<file path="src/rtl/refsk_pkg.sv">
package refsk_pkg;
  localparam int WIN_MOD = 12;

  typedef enum logic [1:0] {
    ST_IDLE = 2'd0,
    ST_READ = 2'd1,
    ST_HOLD = 2'd2
  } refsk_state_t;

  // A bin with code k is due in windows whose index is a multiple of k+1.
  function automatic logic slot_due(input logic [1:0] code, input logic [3:0] win);
    case (code)
      2'd0:    slot_due = 1'b1;
      2'd1:    slot_due = (win[0] == 1'b0);
      2'd2:    slot_due = (win == 4'd0) || (win == 4'd3) || (win == 4'd6) || (win == 4'd9);
      default: slot_due = (win[1:0] == 2'b00);
    endcase
  endfunction
endpackage

</file>
<file path="src/rtl/refsk_tick_gen.sv">
module refsk_tick_gen #(
  parameter int INTERVAL = 64,
  localparam int CW = (INTERVAL > 1) ? $clog2(INTERVAL) : 1
) (
  input  logic clk,
  input  logic rst,
  output logic tick
);
  logic [CW-1:0] cnt;

  always_ff @(posedge clk) begin
    if (rst || tick) cnt <= '0;
    else             cnt <= cnt + 1'b1;
  end

  assign tick = (cnt == CW'(INTERVAL - 1));

  generate
    if (INTERVAL > 1) begin : g_gap
      assert_tick_gap_R2: assert property (@(posedge clk) disable iff (rst)
        tick |=> !tick);
    end
  endgenerate
endmodule

</file>
<file path="src/rtl/refsk_code_mem.sv">
module refsk_code_mem #(
  parameter int DEPTH = 64,
  localparam int AW = (DEPTH > 1) ? $clog2(DEPTH) : 1
) (
  input  logic          clk,
  input  logic          wr_en,
  input  logic [AW-1:0] wr_addr,
  input  logic [1:0]    wr_data,
  input  logic [AW-1:0] rd_addr,
  output logic [1:0]    rd_data
);
  logic [1:0] mem [DEPTH];

  always_ff @(posedge clk) begin
    if (wr_en) mem[wr_addr] <= wr_data;
    rd_data <= mem[rd_addr];
  end

  always_ff @(posedge clk) begin
    if (wr_en) assert_wr_in_range_R7: assert (int'(wr_addr) < DEPTH);
  end
endmodule

</file>
<file path="src/rtl/refsk_scheduler.sv">
module refsk_scheduler
  import refsk_pkg::*;
#(
  parameter int BINS     = 64,
  parameter int INTERVAL = 64,
  parameter int OWE_W    = 3,
  localparam int BIN_W   = (BINS > 1) ? $clog2(BINS) : 1
) (
  input  logic             clk,
  input  logic             rst,
  input  logic             tbl_wr_en,
  input  logic [BIN_W-1:0] tbl_wr_bin,
  input  logic [1:0]       tbl_wr_code,
  output logic             slot_req,
  output logic             slot_real,
  output logic [BIN_W-1:0] slot_bin,
  input  logic             slot_grant,
  output logic [3:0]       window_idx
);
  refsk_state_t     state;
  logic             tick;
  logic             start;
  logic [OWE_W-1:0] owed;
  logic [BIN_W-1:0] ptr;
  logic [1:0]       rd_code;
  logic             granted;

  refsk_tick_gen #(.INTERVAL(INTERVAL)) u_tick (
    .clk (clk),
    .rst (rst),
    .tick(tick)
  );

  refsk_code_mem #(.DEPTH(BINS)) u_mem (
    .clk    (clk),
    .wr_en  (tbl_wr_en),
    .wr_addr(tbl_wr_bin),
    .wr_data(tbl_wr_code),
    .rd_addr(ptr),
    .rd_data(rd_code)
  );

  assign start   = (state == ST_IDLE) && (tick || (owed != '0));
  assign granted = slot_req && slot_grant;

  // Intervals that expire while a decision is outstanding.
  always_ff @(posedge clk) begin
    if (rst) owed <= '0;
    else if (tick && !start && (owed != '1)) owed <= owed + 1'b1;
    else if (!tick && start && (owed != '0)) owed <= owed - 1'b1;
  end

  always_ff @(posedge clk) begin
    if (rst) begin
      state      <= ST_IDLE;
      slot_req   <= 1'b0;
      slot_real  <= 1'b0;
      slot_bin   <= '0;
      ptr        <= '0;
      window_idx <= '0;
    end else begin
      case (state)
        ST_IDLE: if (start) state <= ST_READ;
        ST_READ: begin
          state     <= ST_HOLD;
          slot_req  <= 1'b1;
          slot_real <= slot_due(rd_code, window_idx);
          slot_bin  <= ptr;
        end
        default: if (granted) begin
          state    <= ST_IDLE;
          slot_req <= 1'b0;
          if (ptr == BIN_W'(BINS - 1)) begin
            ptr        <= '0;
            window_idx <= (window_idx == 4'(WIN_MOD - 1)) ? 4'd0 : window_idx + 4'd1;
          end else begin
            ptr <= ptr + 1'b1;
          end
        end
      endcase
    end
  end

  assert_req_stable_R5: assert property (@(posedge clk) disable iff (rst)
    (slot_req && !slot_grant) |=> (slot_req && $stable(slot_bin) && $stable(slot_real)));
  assert_req_drop_R5: assert property (@(posedge clk) disable iff (rst)
    granted |=> !slot_req);
  assert_ptr_on_grant_R4: assert property (@(posedge clk) disable iff (rst)
    !$stable(ptr) |-> $past(granted));
  assert_window_range_R4: assert property (@(posedge clk) disable iff (rst)
    window_idx < 4'(WIN_MOD));
  assert_code0_real_R3: assert property (@(posedge clk) disable iff (rst)
    ((state == ST_READ) && (rd_code == 2'd0)) |=> slot_real);
  assert_no_overflow_R6: assert property (@(posedge clk) disable iff (rst)
    !((owed == '1) && tick && !start));
endmodule

</file>
<file path="config.mk">
export PLATFORM = sky130hd
export DESIGN_NAME = refsk_scheduler
export DESIGN_NICKNAME = d
export VERILOG_FILES = /design/src/rtl/refsk_pkg.sv /design/src/rtl/refsk_tick_gen.sv /design/src/rtl/refsk_code_mem.sv /design/src/rtl/refsk_scheduler.sv
export SDC_FILE = /design/constraint.sdc
export NUM_CORES = 1
export LEC_CHECK = 0
export ABC_CLOCK_PERIOD_IN_PS = 2350
export BUFFER_PORTS_ARGS = -buffer_cell sky130_fd_sc_hd__buf_2
export CORE_MARGIN = 2
export CORE_UTILIZATION = 50
export CTS_CLUSTER_DIAMETER = 30
export DETAILED_ROUTE_END_ITERATION = 10
export MAX_ROUTING_LAYER = met4
export PLACE_DENSITY_LB_ADDON = 0.25
export SLEW_MARGIN = 20
export SYNTH_ARGS = -nofsm -noshare
export SYNTH_HDL_FRONTEND = slang
export SYNTH_SLANG_ARGS = --single-unit
</file>
<file path="constraint.sdc">
create_clock -name clk -period 2.35 [get_ports clk]
set_input_delay 0.1175 -clock clk [delete_from_list [all_inputs] [get_ports clk]]
set_output_delay 0.1175 -clock clk [all_outputs]
set_load 0.01 [all_outputs]
</file>
# == Yosys cells after proc, flatten, opt, wreduce, memory -nomap -nowiden ==
# Memories as Yosys holds them, arrays and structs flattened. A register that Yosys moved wholly into a read port is not among the register bits.
# Cells that the tools add are included.
# W data, S select, Z words.
# classes
add_sub_neg,5
n_eq_ne,11
n_mux,12
bitwise,3
n_reduce_logical,26
# op_table
operator,n
$add A6 B1 Y6 const B,2
$eq A6 B6 Y1 const B,2
$eq A4 B4 Y1 const B,2
$logic_and A1 B1 Y1,6
$logic_not A2 Y1,3
$mux W3,2
$mux W6,1
$reduce_and A2 Y1,3
$reduce_bool A3 Y1,2
$logic_or A1 B1 Y1,5
$add A4 B1 Y4 const B,1
$eq A2 B1 Y1 const B,2
$eq A4 B2 Y1 const B,1
$eq A4 B3 Y1 const B,1
$logic_not A4 Y1,1
$mux W2,2
$mux W4,1
$pmux W2 S2,1
$reduce_bool A2 Y1,2
$add A3 B1 Y3 const B,1
$mux W1,3
$ne A3 B3 Y1 const B,1
$not A1 Y1,3
$pmux W1 S3,1
other kinds (7),8
# totals
register_bits,29
ram_bits,128
inputBits,12
output_inout_bits,12
elab_cells,66
memories,1
# mem_list
memory,words,width,rd,rd_ports_with_merged_regs,write_ports,line_no,source
u_mem.mem,64,2,1,1,1,refsk_code_mem.sv:12,logic [1:0] mem [DEPTH];

# == Longest topological paths before layout ==
# Gate-level depths: netlist (run 1).
# logic_depth
word_depth,7
mapped_depth,9
depth_no_buf,9

# == Modules after synthesis ==
# Synthesis (run 1) repeated with hierarchy kept, for this count alone.
# unflattened
hier_cells,482
area_unflattened_um2,6799.0
# modules_own_cells
mod,n_inst,cells_per_inst,area_each_um2,seq_area_each_um2
refsk_code_mem,1,324,5397.7,3883.7
refsk_scheduler,1,132,1154.9,460.4
refsk_tick_gen,1,26,246.5,120.1

# == Worst setup path before layout (run 1) ==
# Ideal clock, no wire load.
# synth_path
path_type,register to register
from,register u_tick.cnt[0]
to,register owed[2]
setup_time_ns,0.070
arrival_ns,1.932
t_required_ns,2.280
setup_slack_ns,0.348
path_stages_with_launch,9
path_buffers,0
period_less_slack_ns,2.002
path_cell_list,dfxtp_1 -> ha_1 -> nand3_1 -> nor2_1 -> nand2_1 -> fa_1 -> or2_1 -> a21o_1 -> a21oi_1
# synth_via
elab_chain_cells,7
word_cells_on_any_way,11
cone_classes,eq/ne (1); mux (1); reduce/logical (9)
# synth_rtl
item,line_no,source
from (decl),refsk_tick_gen.sv:9,logic [CW-1:0] cnt;
from (signal assigned),refsk_tick_gen.sv:13,else cnt <= cnt + 1'b1;
$eq A6 B6 Y1 *,refsk_tick_gen.sv:16,assign tick = (cnt == CW'(INTERVAL - 1));
$logic_or A1 B1 Y1,refsk_scheduler.sv:43,assign start = (state == ST_IDLE) && (tick || (owed != '0));
$logic_and A1 B1 Y1,refsk_scheduler.sv:43,
$logic_not A1 Y1,refsk_scheduler.sv:49,else if (tick && !start && (owed != '1)) owed <= owed + 1'b1;
$logic_and A1 B1 Y1 (2 in a row),refsk_scheduler.sv:49,
$mux W3 / $reduce_bool A2 Y1 (equally long branches),--,
to (signal assigned),refsk_scheduler.sv:49,
to (signal assigned),refsk_scheduler.sv:50,else if (!tick && start && (owed != '0)) owed <= owed - 1'b1;
to (decl),refsk_scheduler.sv:23,logic [OWE_W-1:0] owed;
# Mark *: on every way between the ends. The rest lies on a longest branch, timed or not.
# A chain may end at the register's enable or synchronous reset.

# == Worst setup path in the final report (run 1) ==
# Same ends and word-level chain as after synthesis.

==> flow_metrics.py, run 1 <==
metrics = {
    "power_and_ir_drop": {
        "power.density_mw_per_mm2": 809,
        "pwr-share-comb": 0.073,
        "power_frac_seq": 0.509,
        "swShare": 0.226,
        "p_sw_w": 0.00141,
        "p_leak_nw": 2.44,
        "ir_drop_mv": 0.454,
        "intPower_w": 0.00482,
        "clkPwrFrac": 0.418,
    },
    "setup_path": {
        "cp_top_family": "simple AND/OR/NAND/NOR gates",
        "cp_num_buf_inv": 0,
        "slowest_delay_ps": 410,
        "crit_slowest_cell": "fa_1",
        "critPathArrivalTime_ps": 2350,
        "crit_fanout": 3,
        "crit_type": "flop to flop",
        "cp-start-kind": "flop",
        "cp_cell_sequence": "ha_1 > nand3_1 > nor2_1 > nand2_1 > fa_1 > or2_1 > a21o_1 > a21oi_1",
        "cp_data_required_time_ps": 2720,
        "setup.worst_path.end_class": "flop",
    },
    "clocking": {
        "ctsHoldBuffers": 0,
        "cts_buffer_depth": 2,
        "cts_resized": 0,
        "htree_num_levels": 4,
        "insertion_delay_ps": 430,
        "numCtsBuffers": 17,
        "cts_tree": "yes",
        "cts_setup_buffers": 0,
        "cts.sinks": 159,
        "clk_pin_slew_ps": 60,
        "clock-root-buffer": "clkbuf_16",
    },
    "timing": {
        "setup_viol": 0,
        "slew_headroom": 0.530,
        "drv_slew": 0,
        "finalWorstSetupSlack_ps": 367,
        "final.setup_skew_ps": 3.97,
        "holdWs_ps": 67.2,
        "period_minus_slack_ps": 1980,
        "finalCritPeriodShare": 0.844,
        "tightest_slew_ps": 705,
        "fmax_mhz": 504,
        "rsz0062_at_grt": "false",
        "tns_ps": 0,
        "hold_viol": 0,
    },
    "finish": {
        "n_fill_cell": 1060,
        "fin_nets": 566,
        "drive_gt1_frac": 0.134,
        "syn_to_final_growth_pct": 12.5,
        "fin_area_mm2": 0.00770,
        "n_antenna_cell": 0,
        "final_core_util": 0.579,
    },
    "synthesis": {
        "synth_top_area_cell": "edfxtp_1",
        "yosys_register_bits": 159,
        "synth-main-ff-cell": "edfxtp_1",
        "seq_area_frac_synth": 0.652,
        "avgSynthCellArea_um2": 13.2,
        "syn-cell-area_mm2": 0.00685,
        "synth_cell_types": 51,
        "syn_nets": 539,
        "synth_area_leaders": "edfxtp_1 (56%), dfxtp_1 (9.1%), mux2i_1 (5.1%), nor2_1 (4.6%), mux4_2 (3.3%)",
        "synth_warnings": 0,
        "async_flop_share": 0,
        "synth_top_area_frac": 0.562,
        "syn_inst": 520,
        "synth_edf_count": 128,
    },
    "global_routing": {
        "grt_antenna_before_repair": 0,
        "grt_pass1_wl_mm": 22.6,
        "grt_overflow_total": 0,
        "grt_pass1_vias": 4150,
        "grt_use_total": 0.216,
        "grt_max_degree": 43,
    },
    "routing": {
        "drtIter0Drc": 419,
        "vias": 4236,
        "drc": 0,
        "antenna_left": 0,
        "via_per_inst": 5.77,
        "wl_mm": 14.2,
        "firstDrtPassIters": 5,
        "wl_per_cell_um": 19.4,
    },
    "placed_design": {
        "numPortBuffers": 23,
        "place_hpwl_mm": 9.43,
        "gp_congestion": 0.835,
        "placed_area_mm2": 0.00715,
        "dp_slack_ps": 379,
    },
    "floorplan": {
        "rows": 42,
        "num_io_pins": 24,
        "dieArea_mm2": 0.0146,
        "initial_core_util": 0.515,
        "core_area_mm2": 0.0133,
        "die_w_um": 121,
        "fp.dieH_um": 121,
    },
    "status": {
        "run_status": "complete, no violations",
    },
    "job": {
        "cap_violations": 0,
    },
    "hold_path": {
        "hold_path_class": "input port to flop",
    },
}
power by group through the flow:
stage               sequential, W  combinational, W  clock [W]
floorplan                 0.00322          0.000312          0
global placement          0.00322          0.000435          0
detailed placement        0.00323          0.000452          0
CTS                       0.00317          0.000456    0.00263
global route              0.00318          0.000502    0.00275
finish                    0.00317          0.000454    0.00261
worst reg2reg max path: cells and delay by family, from the launching register on:
kind	cells	cell delay, ps
adder cells (fa/ha/maj)	2	630
AO/OA/AOI/OAI	2	300
flip-flops	1	350
AND/OR/NAND/NOR	4	640
cell usage after synthesis, drive strengths merged, types with 2 or more instances:
library cell and count:
a31oi 2, mux4 16, xor2 6, nand3 25, nand2 47, xnor2 3
mux2i 35, nand4 5, edfxtp 128, clkbuf 14, buf 13, ha 6
nand2b 4, o21ai 7, inv 5, nand3b 4, nor4b 2, dfxtp 31
nor3b 3, nor4 2, a21oi 18, a22oi 12, or3 6, nor3 12
a311oi 2, nor2b 9, nor4bb 2, o211ai 2, nor2 84, or3b 2
layer usage:
metal | track usage | vias up | share of wire | wire length (µm)
met3 | 0.0573 | 16 | 0.058 | 830
met5 | - | - | 0 | 0
met2 | 0.327 | 135 | 0.47 | 6730
li1 | - | 1987 | - | -
met1 | 0.285 | 2098 | 0.46 | 6490
met4 | 0.0727 | 0 | 0.013 | 192
stage by stage:
| step | std cells | total power (W) |
|---|---|---|
| 2_1_floorplan | 520 | 0.00353 |
| 3_5_place_dp | 704 | 0.00368 |
| 3_3_place_gp | 704 | 0.00366 |
| 5_1_grt | 734 | 0.00643 |
| 4_1_cts | 734 | 0.00626 |
| 6_report | 734 | 0.00623 |
layout by cell type (no fill, tap or decap), types with 12 or more instances in the layout:
cell type and n:
dfxtp_1 30, edfxtp_1 128, clkbuf_16 17, mux2i_1 35
nand2_1 46, nand3_1 25, nor2_1 84, a22oi_1 12
a21oi_1 18, buf_2 23, nor3_1 12
flip-flops by register name (all words and copies together), names as in the netlist:
signal	flops
owed	3
slot_real	1
u_mem.rd_data	2
slot_bin	6
ptr	6
u_tick.cnt	6
u_mem.mem	128
window_idx	4
slot_req	1
state	2
kinds of logic (layout without fill, tap and decap cells):
logic type | count (synthesis) | count (layout) | share of synthesized area
flops | 159 | 159 | 0.652
compound gates | 48 | 48 | 0.0442
fa+ha+maj | 7 | 7 | 0.0139
buf+inv | 32 | 70 | 0.0227
simple gates | 214 | 214 | 0.148
mux | 51 | 51 | 0.107
xor+xnor | 9 | 9 | 0.0115
cell type report:
cell class              instances  area [µm²]  share of cell area
flip-flops and latches        159        4470               0.580
multi-input cells             329        2230               0.289
clock buffers                  19         433              0.0562
well taps                     176         220              0.0286
repair buffers                 35         218              0.0283
clock inverters                11         119              0.0154
inverters                       5        18.8             0.00244
path summary, 6_finish.rpt:
path	slack, ps	cells after the start	start	endpoint
max	370	8	u_tick.cnt[0]	owed[2]
min	70	4	slot_grant	state[0]
min reg2reg	450	2	slot_bin[0]	slot_bin[0]
max reg2reg	370	8	u_tick.cnt[0]	owed[2]
No activity file was read; power rests on OpenSTA's default activity.
==> inputs of run 2 (changes only) <==
Settings changed: ABC_CLOCK_PERIOD_IN_PS 2350 to 2000.
Clock period 2.35 ns to 2 ns, I/O delays scaled along.
==> flow_metrics.py, run 2 (same netlist as run 1, synthesis figures left out) <==
metrics = {
    "global_routing": {
        "grt_max_degree": 65,
        "grt_overflow_total": 0,
        "grt_pass1_wl_mm": 22.9,
        "grt_use_total": 0.219,
        "grt_pass1_vias": 4362,
        "grt_antenna_before_repair": 0,
    },
    "job": {
        "cap_violations": 0,
    },
    "finish": {
        "syn_to_final_growth_pct": 14.6,
        "largest_reg_flops": 128,
        "ff_latch_area_mm2": 0.00447,
        "regMostFlops": "u_mem.mem",
        "n_fill_cell": 1048,
        "layout_common_cells": "edfxtp_1 (128), nor2_1 (83), nand2_1 (46)",
        "multi_input_area_mm2": 0.00223,
        "fin_nets": 573,
        "drive_gt1_frac": 0.159,
        "n_antenna_cell": 0,
        "final_core_util": 0.590,
        "mostFrequentLayoutCell": "edfxtp_1",
    },
    "timing": {
        "rsz0062_at_grt": "false",
        "setup_viol": 0,
        "slew_headroom": 0.594,
        "final.setup_skew_ps": 6.43,
        "drv_slew": 0,
        "finalCritPeriodShare": 0.953,
        "tightest_slew_ps": 607,
        "hold_viol": 0,
        "fmax_mhz": 525,
        "period_minus_slack_ps": 1910,
        "tns_ps": 0,
    },
    "setup_path": {
        "critPathArrivalTime_ps": 2210,
        "crit_type": "flop to flop",
        "crit_fanout": 7,
        "setup.worst_path.end_class": "flop",
        "cp_data_required_time_ps": 2310,
        "cp-start-kind": "flop",
    },
    "power_and_ir_drop": {
        "intPower_w": 0.00583,
        "p_sw_w": 0.00168,
        "power_frac_seq": 0.496,
        "pwr-share-comb": 0.073,
        "ir_drop_mv": 0.493,
        "p_leak_nw": 2.51,
        "power.density_mw_per_mm2": 958,
        "swShare": 0.223,
        "clkPwrFrac": 0.431,
    },
    "clocking": {
        "clk_pin_slew_ps": 60,
        "cts.sinks": 159,
        "clock-root-buffer": "clkbuf_16",
        "cts_buffer_depth": 2,
        "numCtsBuffers": 17,
        "cts_tree": "yes",
        "htree_num_levels": 4,
        "ctsHoldBuffers": 0,
        "insertion_delay_ps": 430,
    },
    "status": {
        "run_status": "complete, no violations",
    },
    "floorplan": {
        "core_area_mm2": 0.0133,
        "num_io_pins": 24,
        "fp.dieH_um": 121,
        "die_w_um": 121,
        "rows": 42,
        "initial_core_util": 0.515,
        "dieArea_mm2": 0.0146,
    },
    "hold_path": {
        "hold_path_class": "input port to flop",
    },
    "routing": {
        "vias": 4269,
        "wl_per_cell_um": 19.5,
        "antenna_left": 0,
        "firstDrtPassIters": 5,
        "drc": 0,
        "wl_mm": 14.5,
        "drtIter0Drc": 347,
        "via_per_inst": 5.75,
    },
    "placed_design": {
        "numPortBuffers": 23,
        "place_hpwl_mm": 9.29,
        "gp_congestion": 0.790,
    },
}
## run 2: timing repair
item,in CTS,in global routing
setup buffers,0,1
resized for setup,0,3
endpoints found under the setup margin,0,1
## run 2: stage by stage
step | setup slack, ps | hold WS (ps) | power [W] | std cells | instance area, µm²
4_1_cts | 52.3 | 15.6 | 0.00757 | 742 | 7830
5_1_grt | 0.108 | 72.6 | 0.00775 | 743 | 7850
3_3_place_gp | 132 | 435 | 0.00432 | 710 | 7230
6_report | 94.5 | 36.7 | 0.00751 | 743 | 7850
3_5_place_dp | 89.3 | 445 | 0.00434 | 710 | 7230
2_1_floorplan | 81.4 | 199 | 0.00415 | 520 | 6850
## run 2: power by group through the flow
stage | Clock (W) | Combinational (W) | Sequential [W]
4_1_cts | 0.00330 | 0.000549 | 0.00372
2_1_floorplan | 0 | 0.000366 | 0.00378
6_report | 0.00324 | 0.000552 | 0.00373
5_1_grt | 0.00340 | 0.000610 | 0.00374
3_5_place_dp | 0 | 0.000544 | 0.00379
3_3_place_gp | 0 | 0.000535 | 0.00379
## run 2: path summary, 6_finish.rpt
path                                    start               end  slack, ps  cells past startpoint
worst max-delay path                   ptr[0]  u_mem.rd_data[0]         90                      7
worst min-delay path               slot_grant          state[0]         40                      4
worst max register to register         ptr[0]  u_mem.rd_data[0]         90                      7
worst min register to register  u_tick.cnt[0]     u_tick.cnt[0]        430                      1
## run 2: worst max-delay path, cell delays in order (launching register included)
cell	delay [ps]
dfxtp_1	380
buf_4	190
buf_4	160
nor2b_1	310
a21oi_1	120
nand4_1	120
nand3_1	130
or3_1	370
## run 2: area by class of cell
class / count / area share
clock buffer: 19 / 0.0552
tap: 176 / 0.0281
sequential: 159 / 0.570
inverter: 5 / 0.00239
timing repair buffer: 42 / 0.0392
clock inverter: 13 / 0.0209
multi-input combinational: 329 / 0.285
## run 2: routing by layer
metal / GRT usage / share of wire / wire length [µm] / vias to the layer above
li1: - / - / - / 2001
met1: 0.269 / 0.42 / 6120 / 2076
met2: 0.328 / 0.48 / 6920 / 153
met3: 0.0573 / 0.067 / 968 / 39
met4: 0.131 / 0.035 / 505 / 0
met5: - / 0 / 0 / -
